--- src/rtl/hib_idle_timer.sv ---
module hib_idle_timer #(
  parameter int TICKS_PER_SEC = 1000000,
  parameter int SOFTOFF_S     = 10,
  parameter int HIB_DEFAULT_S = 86400,
  parameter int SECS_W        = 32
) (
  input  logic              clk,
  input  logic              rst_n,
  input  logic              tick_us,
  input  logic [1:0]        seq_state,
  input  logic              ac_present,
  input  logic              activity,
  input  logic              delay_we,
  input  logic [SECS_W-1:0] delay_wdata,
  input  logic              wake,
  output logic              softoff_timeout,
  output logic              hib_req,
  output logic [SECS_W-1:0] secs_left,
  output logic              secs_left_valid
);
  localparam int SUB_W      = (TICKS_PER_SEC > 1) ? $clog2(TICKS_PER_SEC) : 1;
  localparam int SOFT_LIMIT = SOFTOFF_S * TICKS_PER_SEC;
  localparam int SOFT_W     = $clog2(SOFT_LIMIT + 1);
  localparam logic [SUB_W-1:0]  SUB_LAST  = SUB_W'(TICKS_PER_SEC - 1);
  localparam logic [SOFT_W-1:0] SOFT_LAST = SOFT_W'(SOFT_LIMIT - 1);
  localparam logic [1:0] ST_OFF  = 2'b00;
  localparam logic [1:0] ST_SOFT = 2'b01;

  logic              prev_off_q, prev_ac_q, armed_q;
  logic [SUB_W-1:0]  sub_q;
  logic [SECS_W-1:0] elapsed_q, delay_q;
  logic [SOFT_W-1:0] soft_cnt_q;

  wire in_off    = (seq_state == ST_OFF);
  wire in_soft   = (seq_state == ST_SOFT);
  wire off_entry = in_off & ~prev_off_q;
  wire ac_drop   = in_off & prev_ac_q & ~ac_present;
  wire restamp   = off_entry | ac_drop;
  wire sec_wrap  = tick_us & (sub_q == SUB_LAST);
  wire past_due  = (elapsed_q >= delay_q);
  wire fire      = in_off & ~ac_present & armed_q & tick_us & past_due & ~wake & ~restamp;

  assign secs_left       = past_due ? '0 : (delay_q - elapsed_q);
  assign secs_left_valid = in_off & ~ac_present;

  always_ff @(posedge clk) begin
    if (!rst_n) begin
      prev_off_q <= 1'b1;
      prev_ac_q  <= 1'b0;
      armed_q    <= 1'b1;
      sub_q      <= '0;
      elapsed_q  <= '0;
      delay_q    <= SECS_W'(HIB_DEFAULT_S);
      hib_req    <= 1'b0;
    end else begin
      prev_off_q <= in_off;
      prev_ac_q  <= ac_present;
      hib_req    <= fire;
      if (delay_we) delay_q <= delay_wdata;
      if (restamp) begin
        sub_q     <= '0;
        elapsed_q <= '0;
      end else if (tick_us) begin
        sub_q <= sec_wrap ? '0 : sub_q + 1'b1;
        if (sec_wrap && elapsed_q != '1) elapsed_q <= elapsed_q + 1'b1;
      end
      if (off_entry)              armed_q <= 1'b1;
      else if (in_off && wake)    armed_q <= 1'b0;
      else if (fire)              armed_q <= 1'b0;
    end
  end

  always_ff @(posedge clk) begin
    if (!rst_n) begin
      soft_cnt_q      <= '0;
      softoff_timeout <= 1'b0;
    end else begin
      softoff_timeout <= in_soft & ~activity & tick_us & (soft_cnt_q == SOFT_LAST);
      if (!in_soft || activity)  soft_cnt_q <= '0;
      else if (tick_us)          soft_cnt_q <= (soft_cnt_q == SOFT_LAST) ? '0 : soft_cnt_q + 1'b1;
    end
  end

  p_timeout_soft_r2: assert property (@(posedge clk) disable iff (!rst_n)
    softoff_timeout |-> ($past(seq_state) == ST_SOFT));
  p_activity_restart_r3: assert property (@(posedge clk) disable iff (!rst_n)
    activity |=> !softoff_timeout);
  p_left_bound_r4: assert property (@(posedge clk) disable iff (!rst_n)
    secs_left <= delay_q);
  p_hib_single_r5: assert property (@(posedge clk) disable iff (!rst_n)
    hib_req |=> !hib_req);
  p_hib_battery_r6: assert property (@(posedge clk) disable iff (!rst_n)
    hib_req |-> !$past(ac_present));
  p_wake_cancel_r9: assert property (@(posedge clk) disable iff (!rst_n)
    (wake && in_off) |=> !hib_req);
endmodule

--- config.mk ---
export PLATFORM = sky130hd
export DESIGN_NAME = hib_idle_timer
export DESIGN_NICKNAME = d
export VERILOG_FILES = /design/src/rtl/hib_idle_timer.sv
export SDC_FILE = /design/constraint.sdc
export NUM_CORES = 1
export LEC_CHECK = 0
export CAP_MARGIN = 15
export CELL_PAD_IN_SITES_DETAIL_PLACEMENT = 1
export CELL_PAD_IN_SITES_GLOBAL_PLACEMENT = 2
export CORE_ASPECT_RATIO = 0.5
export CORE_UTILIZATION = 38
export DETAILED_ROUTE_END_ITERATION = 8
export DONT_BUFFER_PORTS = 1
export GPL_TIMING_DRIVEN = 0
export HOLD_SLACK_MARGIN = 0.08
export PLACE_DENSITY_LB_ADDON = 0.1
export SYNTH_ARGS = -nofsm -noshare
export SYNTH_HDL_FRONTEND = slang
export SYNTH_SLANG_ARGS = --single-unit
--- constraint.sdc ---
create_clock -name clk -period 4.9 [get_ports clk]
set_clock_uncertainty 0.1 [all_clocks]
set_input_delay 1.47 -clock clk [delete_from_list [all_inputs] [get_ports clk]]
set_output_delay 1.47 -clock clk [all_outputs]
set_load 0.02 [all_outputs]
# Word-level counts from Yosys, hierarchy flattened
# Index checks and enable logic that the tools add are counted.
# classes
addsub	4
n_lt_le_gt_ge	1
eq_ne	4
n_mux	5
bitwise	20
n_reduce_logical	10
# ops
cell	count
$add 32x1->32 const B	1
$ge 32x32->1	1
$mux 32	1
$ne 32x32->1 const B	1
$sub 32x32->32	1
$add 24x1->24 const B	1
$eq 24x24->1 const B	1
$mux 24	1
$add 20x1->20 const B	1
$eq 20x20->1 const B	1
$mux 20	1
$and 1x1->1	13
$not 1->1	6
$reduce_or 2->1	3
$eq 2x1->1 const B	1
$logic_and 1x1->1	2
$logic_not 2->1	1
$mux 1	2
$reduce_and 2->1	1
$reduce_bool 2->1	1
$logic_not 1->1	1
$logic_or 1x1->1	1
$or 1x1->1	1
# word_totals
regBits	113
in_bits	41
output_inout_bits	35
elab_cells	53

# Longest topological paths before layout
# Gate-level depths: netlist (run 1).
# depth
depth_word	9
ltp_mapped	13
mapped_depth_nobuf	12

# Worst setup path after synthesis (run 1)
# OpenSTA, ideal clock, no wires.
# synth_timing
path_kind	reg-to-output
from	register elapsed_q[2]
to	output port secs_left[13]
arrival_ns	2.773
t_required_ns	3.330
path_slack_ns	0.557
stages_incl_launch_ff	11
n_path_buf	1
path_cell_list	dfxtp_1 inv_1 ha_1 a21oi_1 o22a_1 a211o_1 a31o_2 a211o_1 a21o_1 clkbuf_1 nor3b_1
# synth_between
elab_chain_cells	2
elab_cells_between_ends	3
cone_classes	1 x add/sub; 1 x order compare; 1 x mux
# synth_rtl
item	line_no	source
from (decl)	31	logic [SECS_W-1:0] elapsed_q, delay_q;
from (signal assigned)	65	if (sec_wrap && elapsed_q != '1) elapsed_q <= elapsed_q + 1'b1;
$sub 32x32->32 / $ge 32x32->1 (equally long branches)	43, 40	
$mux 32 *	43	assign secs_left = past_due ? '0 : (delay_q - elapsed_q);
to (decl)	18	output logic [SECS_W-1:0] secs_left,
# Mark *: on every way between the ends. The rest lies on a longest branch, timed or not.

# Final worst setup path (run 1)
# layout_timing
from	register delay_q[0]
to	output port secs_left[14]
# layout_between
elab_chain_cells	2
elab_cells_between_ends	3
cone_classes	1 x add/sub; 1 x order compare; 1 x mux
# layout_rtl
item	line_no	source
from (decl)	31	
from (signal assigned)	53	delay_q <= SECS_W'(HIB_DEFAULT_S);
from (signal assigned)	59	if (delay_we) delay_q <= delay_wdata;
$sub 32x32->32 / $ge 32x32->1 (equally long branches)	43, 40	
$mux 32 *	43	
# Marks and branches as above.

==> results of run 1 <==
power by group through the flow:
stage,logic (µW),clock network [µW],registers [µW]
floorplan,330,0,965
global placement,415,0,970
detailed placement,421,0,970
CTS,523,1280,950
global route,591,1320,952
finish,550,1250,950
layout by cell type, fill, tap and decap left out, types with 7 or more instances in the layout:
| cell type | synthesis | routed |
|---|---|---|
| o21ai_0 | 21 | 18 |
| nor2_4 | 0 | 16 |
| nand2b_1 | 7 | 7 |
| a21oi_1 | 37 | 33 |
| nand3_1 | 37 | 36 |
| dfxtp_2 | 0 | 7 |
| xnor2_1 | 52 | 52 |
| and3_1 | 16 | 14 |
| buf_4 | 0 | 16 |
| mux2i_1 | 33 | 33 |
| nor4_1 | 8 | 7 |
| or3_1 | 12 | 12 |
| xor2_1 | 35 | 35 |
| clkbuf_16 | 0 | 17 |
| clkbuf_1 | 16 | 13 |
| nor3_1 | 12 | 11 |
| nor2_2 | 0 | 7 |
| nor2_1 | 122 | 99 |
| nand2_1 | 52 | 51 |
| nor2b_1 | 35 | 34 |
| inv_1 | 49 | 45 |
| a21o_1 | 21 | 20 |
| ha_1 | 35 | 28 |
| nand4_1 | 21 | 21 |
| dfxtp_1 | 113 | 104 |
worst max path at each step:
| stage | startpoint | end | slack, ns | cells after the start |
|---|---|---|---|---|
| 5_1_grt | elapsed_q[23] | secs_left[11] | -0.01 | 11 |
| 2_1_floorplan | elapsed_q[2] | secs_left[13] | 0.56 | 10 |
| 3_3_place_gp | elapsed_q[25] | secs_left[27] | -0.33 | 12 |
| 4_1_cts | delay_q[0] | secs_left[31] | -0.008 | 12 |
| 3_5_place_dp | elapsed_q[25] | secs_left[27] | -0.33 | 12 |
| 6_report | delay_q[0] | secs_left[14] | 0.08 | 12 |
cell families (layout without fill, tap and decap cells):
logic type | Yosys count | in the layout
mux | 33 | 33
buf+inv | 73 | 120
compound gates | 123 | 123
simple gates | 347 | 347
flops | 113 | 113
xor+xnor | 87 | 87
fa+ha+maj | 36 | 36
layout make-up:
type / instances / area share, %
clock inverter: 15 / 1.952
inverter: 49 / 2.278
timing repair buffer: 16 / 1.487
clock buffer: 17 / 5.268
tap: 227 / 3.517
buffer: 23 / 1.596
multi-input combinational: 626 / 55.69
sequential: 113 / 28.22
worst reg2reg max path: stages, from the launching register on:
cell,delay [ns]
dfxtp_1,0.38
ha_1,0.19
nand4_1,0.24
nor4_1,0.36
nand4_1,0.39
a21oi_2,0.41
nor2b_1,0.49
nand3_1,0.18
xnor2_1,0.19
nor2_1,0.05
flip-flops by register name (all words and copies together), names as in the netlist:
register / cells
armed_q: 1
delay_q: 32
elapsed_q: 32
hib_req: 1
prev_ac_q: 1
prev_off_q: 1
soft_cnt_q: 24
softoff_timeout: 1
sub_q: 20
repair_timing:
item,in CTS,in global routing
pin swaps,20,11
hold buffers,0,0
setup buffers,9,7
gates resized for setup,89,27
endpoints found under the setup margin,32,31
through the flow:
| step | util [%] | hold WS [ns] | area, µm² | power (µW) |
|---|---|---|---|---|
| floorplan | - | 0.3308 | 6630 | 1295 |
| CTS | 47.47 | 0.3838 | 7939 | 2750 |
| global route | 48.29 | 0.3976 | 8075 | 2860 |
| finish | 48.29 | 0.3872 | 8075 | 2748 |
| detailed placement | 41.35 | 0.3672 | 6914 | 1391 |
| global placement | 41.35 | 0.3455 | 6914 | 1384 |
per-layer routing:
metal / track usage (%) / wire length (µm)
met3: 4.527 / 543
met4: 6.116 / 153
met1: 27.96 / 9297
met5: 0 / 0
met2: 36.21 / 8868
==> results.md, run 1 <==
- Largest family of logic cells by synthesized area: simple AND/OR/NAND/NOR gates
- Post-synthesis sequential area ratio: 34.12%
- Post-Layout Cell Count: 1086
- Switching share of power: 31.14%
- ANT cells: 0
- Hold crit path type: reg -> reg
- DR pass1 iterations: 4
- Total grt overflow: 0
- Sw Pwr: 855.7 µW
- CP top delay family: compound AO/OA/AOI/OAI gates
- Die Ht: 95.40 µm
- Die area: 18010 µm²
- Post-synthesis mux area share: 4.982%
- Fin Setup TNS: 0 ns
- Wirelength per Cell: 17.37 µm
- CTS tree: done
- Combinational fraction of design power: 20.0%
- Worst Hold End: armed_q
- Clock root buffer: clkbuf_16
- Gr usage total: 21.50%
- Clk pwr share: 45.4%
- Critical R2R Capture: elapsed_q[18]
- TritonCTS Buffers: 17
- # clock sinks: 113
- Dpl cells: 1039
- Peak Freq: 0.2076 GHz
- Post-Synth Simple-Gate Area: 25.87%
- Synth Area in XOR/XNOR: 11.49%
- Hold Startpoint: armed_q
- Vias in the first global route: 5656
- Final hold violation count: 0
- CP Class: reg -> out
- Net Count, Synth: 889
- Crit path cell chain: inv_2 > ha_4 > inv_2 > fa_2 > a21oi_2 > o22a_1 > a211o_1 > a31o_4 > a211o_1 > a21o_4 > clkbuf_4 > nor2_2
- Slowest-stage cell, CP: dfxtp_2
- Pre-CTS setup slack: -0.3329 ns
- Peak supply drop: 260.6 µV
- Max-cap violations: 0
- R2R cell count: 9
- WP data required: 3.33 ns
- Vias per cell: 5.262
- Largest net degree at the start of global routing: 17
- Layout area overhead: 21.80%
- CP endpoint kind: output port
- Clock slew at reported path FFs: 0.06 ns
- Internal reg-to-reg setup slack: 1.78 ns
- DRC: 0
- Sequential cell area: 2278 µm²
- Initial Util: 39.65%
- Synth Area in Compound Gates: 12.42%
- Critical path peak fanout: 10
- Most frequent cell after synthesis: nor2_1
- Share of layout cells above drive strength 1: 14.90%
- Row count: 33
- DP HPWL: 13970 µm
- H-tree depth: 4
- Die W: 188.8 µm
- Area of the multi-input gates: 4497 µm²
- FFs w/ async S/R, synth: 0%
- Distinct cell type count after synthesis: 55
- Core area: 16720 µm²
- Data arrival time of the worst path: 3.25 ns
- First-pass GRT wire length: 29810 µm
- Pins Over Slew Limit: 0
- Initial antenna violation count: 0
- # fillers: 1958
- Post-synth EDFFs: 0
- Int Pwr: 1892 µW
- RSZ-0062 raised after global routing: yes
- Max incr delay on CP: 0.33 ns
- Port buffer count: 0
- Mapped Area: 6630 µm²
- Fin crit period: 4.817 ns
- Final #Nets: 923
- Tcrit/Tclk final: 98.30%
- Final setup fails: 0
- Final WL: 18860 µm
- I/O pins: 76
- Top FF cell, synth: dfxtp_1
- Leak: 0.003000 µW
- Post-route ant nets: 0
- Hold depth: 2
- Type of origin of the critical path: flop
- Setup ws final: 0.08308 ns
- Routed via count: 5715
- Pwr dens: 340.3 nW/µm²
- Crit path buffers/inverters: 3
- Adder-Cell Fraction of Synth Area: 6.907%
- Synth top area cells: dfxtp_1, nor2_1, xnor2_1
- Commonest cells post-synth: nor2_1, dfxtp_1, nand2_1, xnor2_1, inv_1
- Max_slew headroom: 29.68%
- Outcome: completed
- Clk buf depth: 2
- Reg2reg start: sub_q[0]
- #FFs+latches synth: 113
- Iter 0 DRT Violations: 184
- Synth top area share: 34.12%
- Slew of the pin with the lowest slew margin: 1.055 ns
- Yosys Warn Count: 0
- Avg Inst Size Synth: 8.165 µm²
- Clk_lat worst skew: 0.42 ns
- Sequential power share: 34.6%
- Post-Syn Instances: 812
- Yosys top cell by area: dfxtp_1
- Routability cong.: 0.8154
(Power assumes the default switching activity.)
==> run 2: changes to the inputs <==
Settings changed: CELL_PAD_IN_SITES_DETAIL_PLACEMENT 1 to 0, CELL_PAD_IN_SITES_GLOBAL_PLACEMENT 2 to 1, CORE_UTILIZATION 38 to 46.
==> run 2 against run 1 <==
  * Sequential power about the same
  * Fmax up 1.2%
  * Count of clock-buffer cells in the layout up 1
  * Routed wire length down 12%
  * Critical path depth unchanged
  * First-iteration DRC count up 27%
  * Via count down 2.0%
  * Critical endpoint unchanged
==> results.md, run 2 (synthesis gave the netlist of run 1 again) <==
- Outcome: completed (unchanged)
- Met3 WL: 572 µm (was 543 µm)
- Row count: 30 (was 33)
- CTS tree: done (unchanged)
- Fin crit period: 4.762 ns (was 4.817 ns)
- Die W: 171.8 µm (was 188.8 µm)
- Clock root buffer: clkbuf_16 (unchanged)
- Internal reg-to-reg setup slack: 1.86 ns (was 1.78 ns)
- Dpl cells: 1004 (was 1039)
- ANT cells: 0 (unchanged)
- Highest Signal Layer: met4 (unchanged)
- Clock slew at reported path FFs: 0.06 ns (about the same)
- Initial antenna violation count: 1 (was 0)
- Share of layout cells above drive strength 1: 12.40% (was 14.90%)
- Total grt overflow: 0 (unchanged)
- Die area: 14930 µm² (was 18010 µm²)
- Pins Over Slew Limit: 0 (unchanged)
- Most common cell after layout, fill and taps aside: nor2_1 (was dfxtp_1)
- Vias per cell: 5.351 (was 5.262)
- Wl on met1: 8118 µm (was 9297 µm)
- Largest regs: delay_q (32), elapsed_q (32), soft_cnt_q (24) (unchanged)
- Final setup fails: 0 (unchanged)
- Pwr dens: 348.3 nW/µm² (was 340.3 nW/µm²)
- DP HPWL: 12180 µm (was 13970 µm)
- Worst Hold End: armed_q (unchanged)
- Sequential power share: 34.6% (about the same)
- Commonest cells after routing, fill and taps aside: nor2_1, dfxtp_1, xnor2_1 (was dfxtp_1, nor2_1, xnor2_1)
- RSZ-0062 raised after global routing: yes (unchanged)
- # clock sinks: 113 (unchanged)
- Hold Startpoint: armed_q (unchanged)
- DR pass1 iterations: 6 (was 4)
- I/O pins: 76 (unchanged)
- Int Pwr: 1937 µW (was 1892 µW)
- Type of origin of the critical path: flop (unchanged)
- Clk_lat worst skew: 0.42 ns (about the same)
- Hold depth: 2 (unchanged)
- Final hold violation count: 0 (unchanged)
- H-tree depth: 4 (unchanged)
- Leak: 0.002964 µW (was 0.003000 µW)
- Reg2reg start: sub_q[0] (unchanged)
- Critical path peak fanout: 10 (unchanged)
- DRC: 0 (unchanged)
- Final WL: 16540 µm (was 18860 µm)
- Clk pwr share: 47.5% (was 45.4%)
- TritonCTS Buffers: 17 (unchanged)
- Hold crit path type: reg -> reg (unchanged)
- Clk buf depth: 2 (unchanged)
- Fin Setup TNS: 0 ns (unchanged)
- Port buffer count: 0 (unchanged)
- Post-route ant nets: 0 (unchanged)
- Peak Freq: 0.2100 GHz (was 0.2076 GHz)
- Final #Nets: 919 (was 923)
- Critical R2R Capture: elapsed_q[31] (was elapsed_q[18])
- # fillers: 1308 (was 1958)
- Sw Pwr: 813.2 µW (was 855.7 µW)
- Peak supply drop: 228.8 µV (was 260.6 µV)
- Switching share of power: 29.57% (was 31.14%)
- Core area: 13810 µm² (was 16720 µm²)
- Routability cong.: 0.8579 (was 0.8154)
- Max-cap violations: 0 (unchanged)
- Total power: 2750 µW (was 2748 µW)
- Initial Util: 48.00% (was 39.65%)
- Largest net degree at the start of global routing: 17 (unchanged)
- First-pass GRT wire length: 26970 µm (was 29810 µm)
- Wirelength per Cell: 15.79 µm (was 17.37 µm)
- Post-layout util: 57.16% (was 48.29%)
- Die Ht: 86.89 µm (was 95.40 µm)
- WP data required: 3.33 ns (about the same)
- Gr usage total: 23.51% (was 21.50%)
- Max_slew headroom: 34.76% (was 29.68%)
- Iter 0 DRT Violations: 233 (was 184)
- CP endpoint kind: output port (unchanged)
- Layout area overhead: 19.08% (was 21.80%)
- Routed via count: 5603 (was 5715)
- DR WL met2: 7695 µm (was 8868 µm)
- Vias in the first global route: 5440 (was 5656)
- CP Class: reg -> out (unchanged)
- Data arrival time of the worst path: 3.19 ns (was 3.25 ns)
- Tcrit/Tclk final: 97.18% (was 98.30%)
- Final instance area: 7895 µm² (was 8075 µm²)
- Combinational fraction of design power: 18.0% (was 20.0%)
- Slew of the pin with the lowest slew margin: 0.9786 ns (was 1.055 ns)
- DP Area: 6870 µm² (was 6914 µm²)
- Post-Layout Cell Count: 1047 (was 1086)
- R2R cell count: 9 (unchanged)
==> run 2: cell type report <==
type | count | area [µm²] | area share, %
Multi-Input combinational cell | 626 | 4374 | 55.40
Sequential cell | 113 | 2273 | 28.80
Clock buffer | 18 | 439.2 | 5.563
Tap cell | 192 | 240.2 | 3.043
Inverter | 49 | 183.9 | 2.330
Clock inverter | 14 | 180.2 | 2.282
Buffer | 22 | 106.4 | 1.347
Timing Repair Buffer | 13 | 97.59 | 1.236
==> run 2: worst max path at each step <==
stage	startpoint	end	slack (ns)	cells after the start
after floorplan	elapsed_q[2]	secs_left[13]	0.56	10
after global placement	elapsed_q[4]	secs_left[13]	0.009	10
after global routing	delay_q[0]	secs_left[8]	-0.02	12
after detailed placement	elapsed_q[4]	secs_left[13]	0.03	10
final	delay_q[0]	secs_left[14]	0.14	12
after CTS	elapsed_q[8]	secs_left[31]	0.004	10
==> run 2: worst max-delay path, stage by stage (launching register included) <==
cell and delay (ns):
dfxtp_1 0.32, inv_1 0.04, ha_2 0.17, inv_2 0.05
fa_2 0.19, a21oi_2 0.07, o22a_1 0.22, a211o_1 0.31
a31o_4 0.25, a211o_1 0.30, a21o_1 0.21, clkbuf_2 0.24
nor2_1 0.37
==> run 2: what timing repair did <==
action | CTS | global route
buffers inserted | 6 | 7
hold buffers | 0 | 0
pin swaps | 8 | 9
gates resized for setup | 55 | 26
endpoints found under the setup margin | 32 | 32
==> run 2: layer usage <==
layer  vias to the layer above  GRT usage, %
met5                         -             0
met4                         0         6.758
met3                        13         5.679
met2                        69         39.75
met1                      2646         29.95
li1                       2875             -
==> run 2: through the flow <==
step | hold slack [ns] | setup slack [ns]
floorplan | 0.3308 | 0.5572
global placement | 0.3517 | 0.008992
detailed placement | 0.3622 | 0.03404
CTS | 0.3654 | 0.004153
global route | 0.4314 | -0.02227
finish | 0.3624 | 0.1384
==> run 2: power groups by stage <==
stage          clock (µW)  sequential (µW)  combinational (µW)
2_1_floorplan           0              965                 330
3_3_place_gp            0              969                 403
3_5_place_dp            0              970                 405
4_1_cts              1330              951                 472
5_1_grt              1370              952                 537
6_report             1310              950                 494
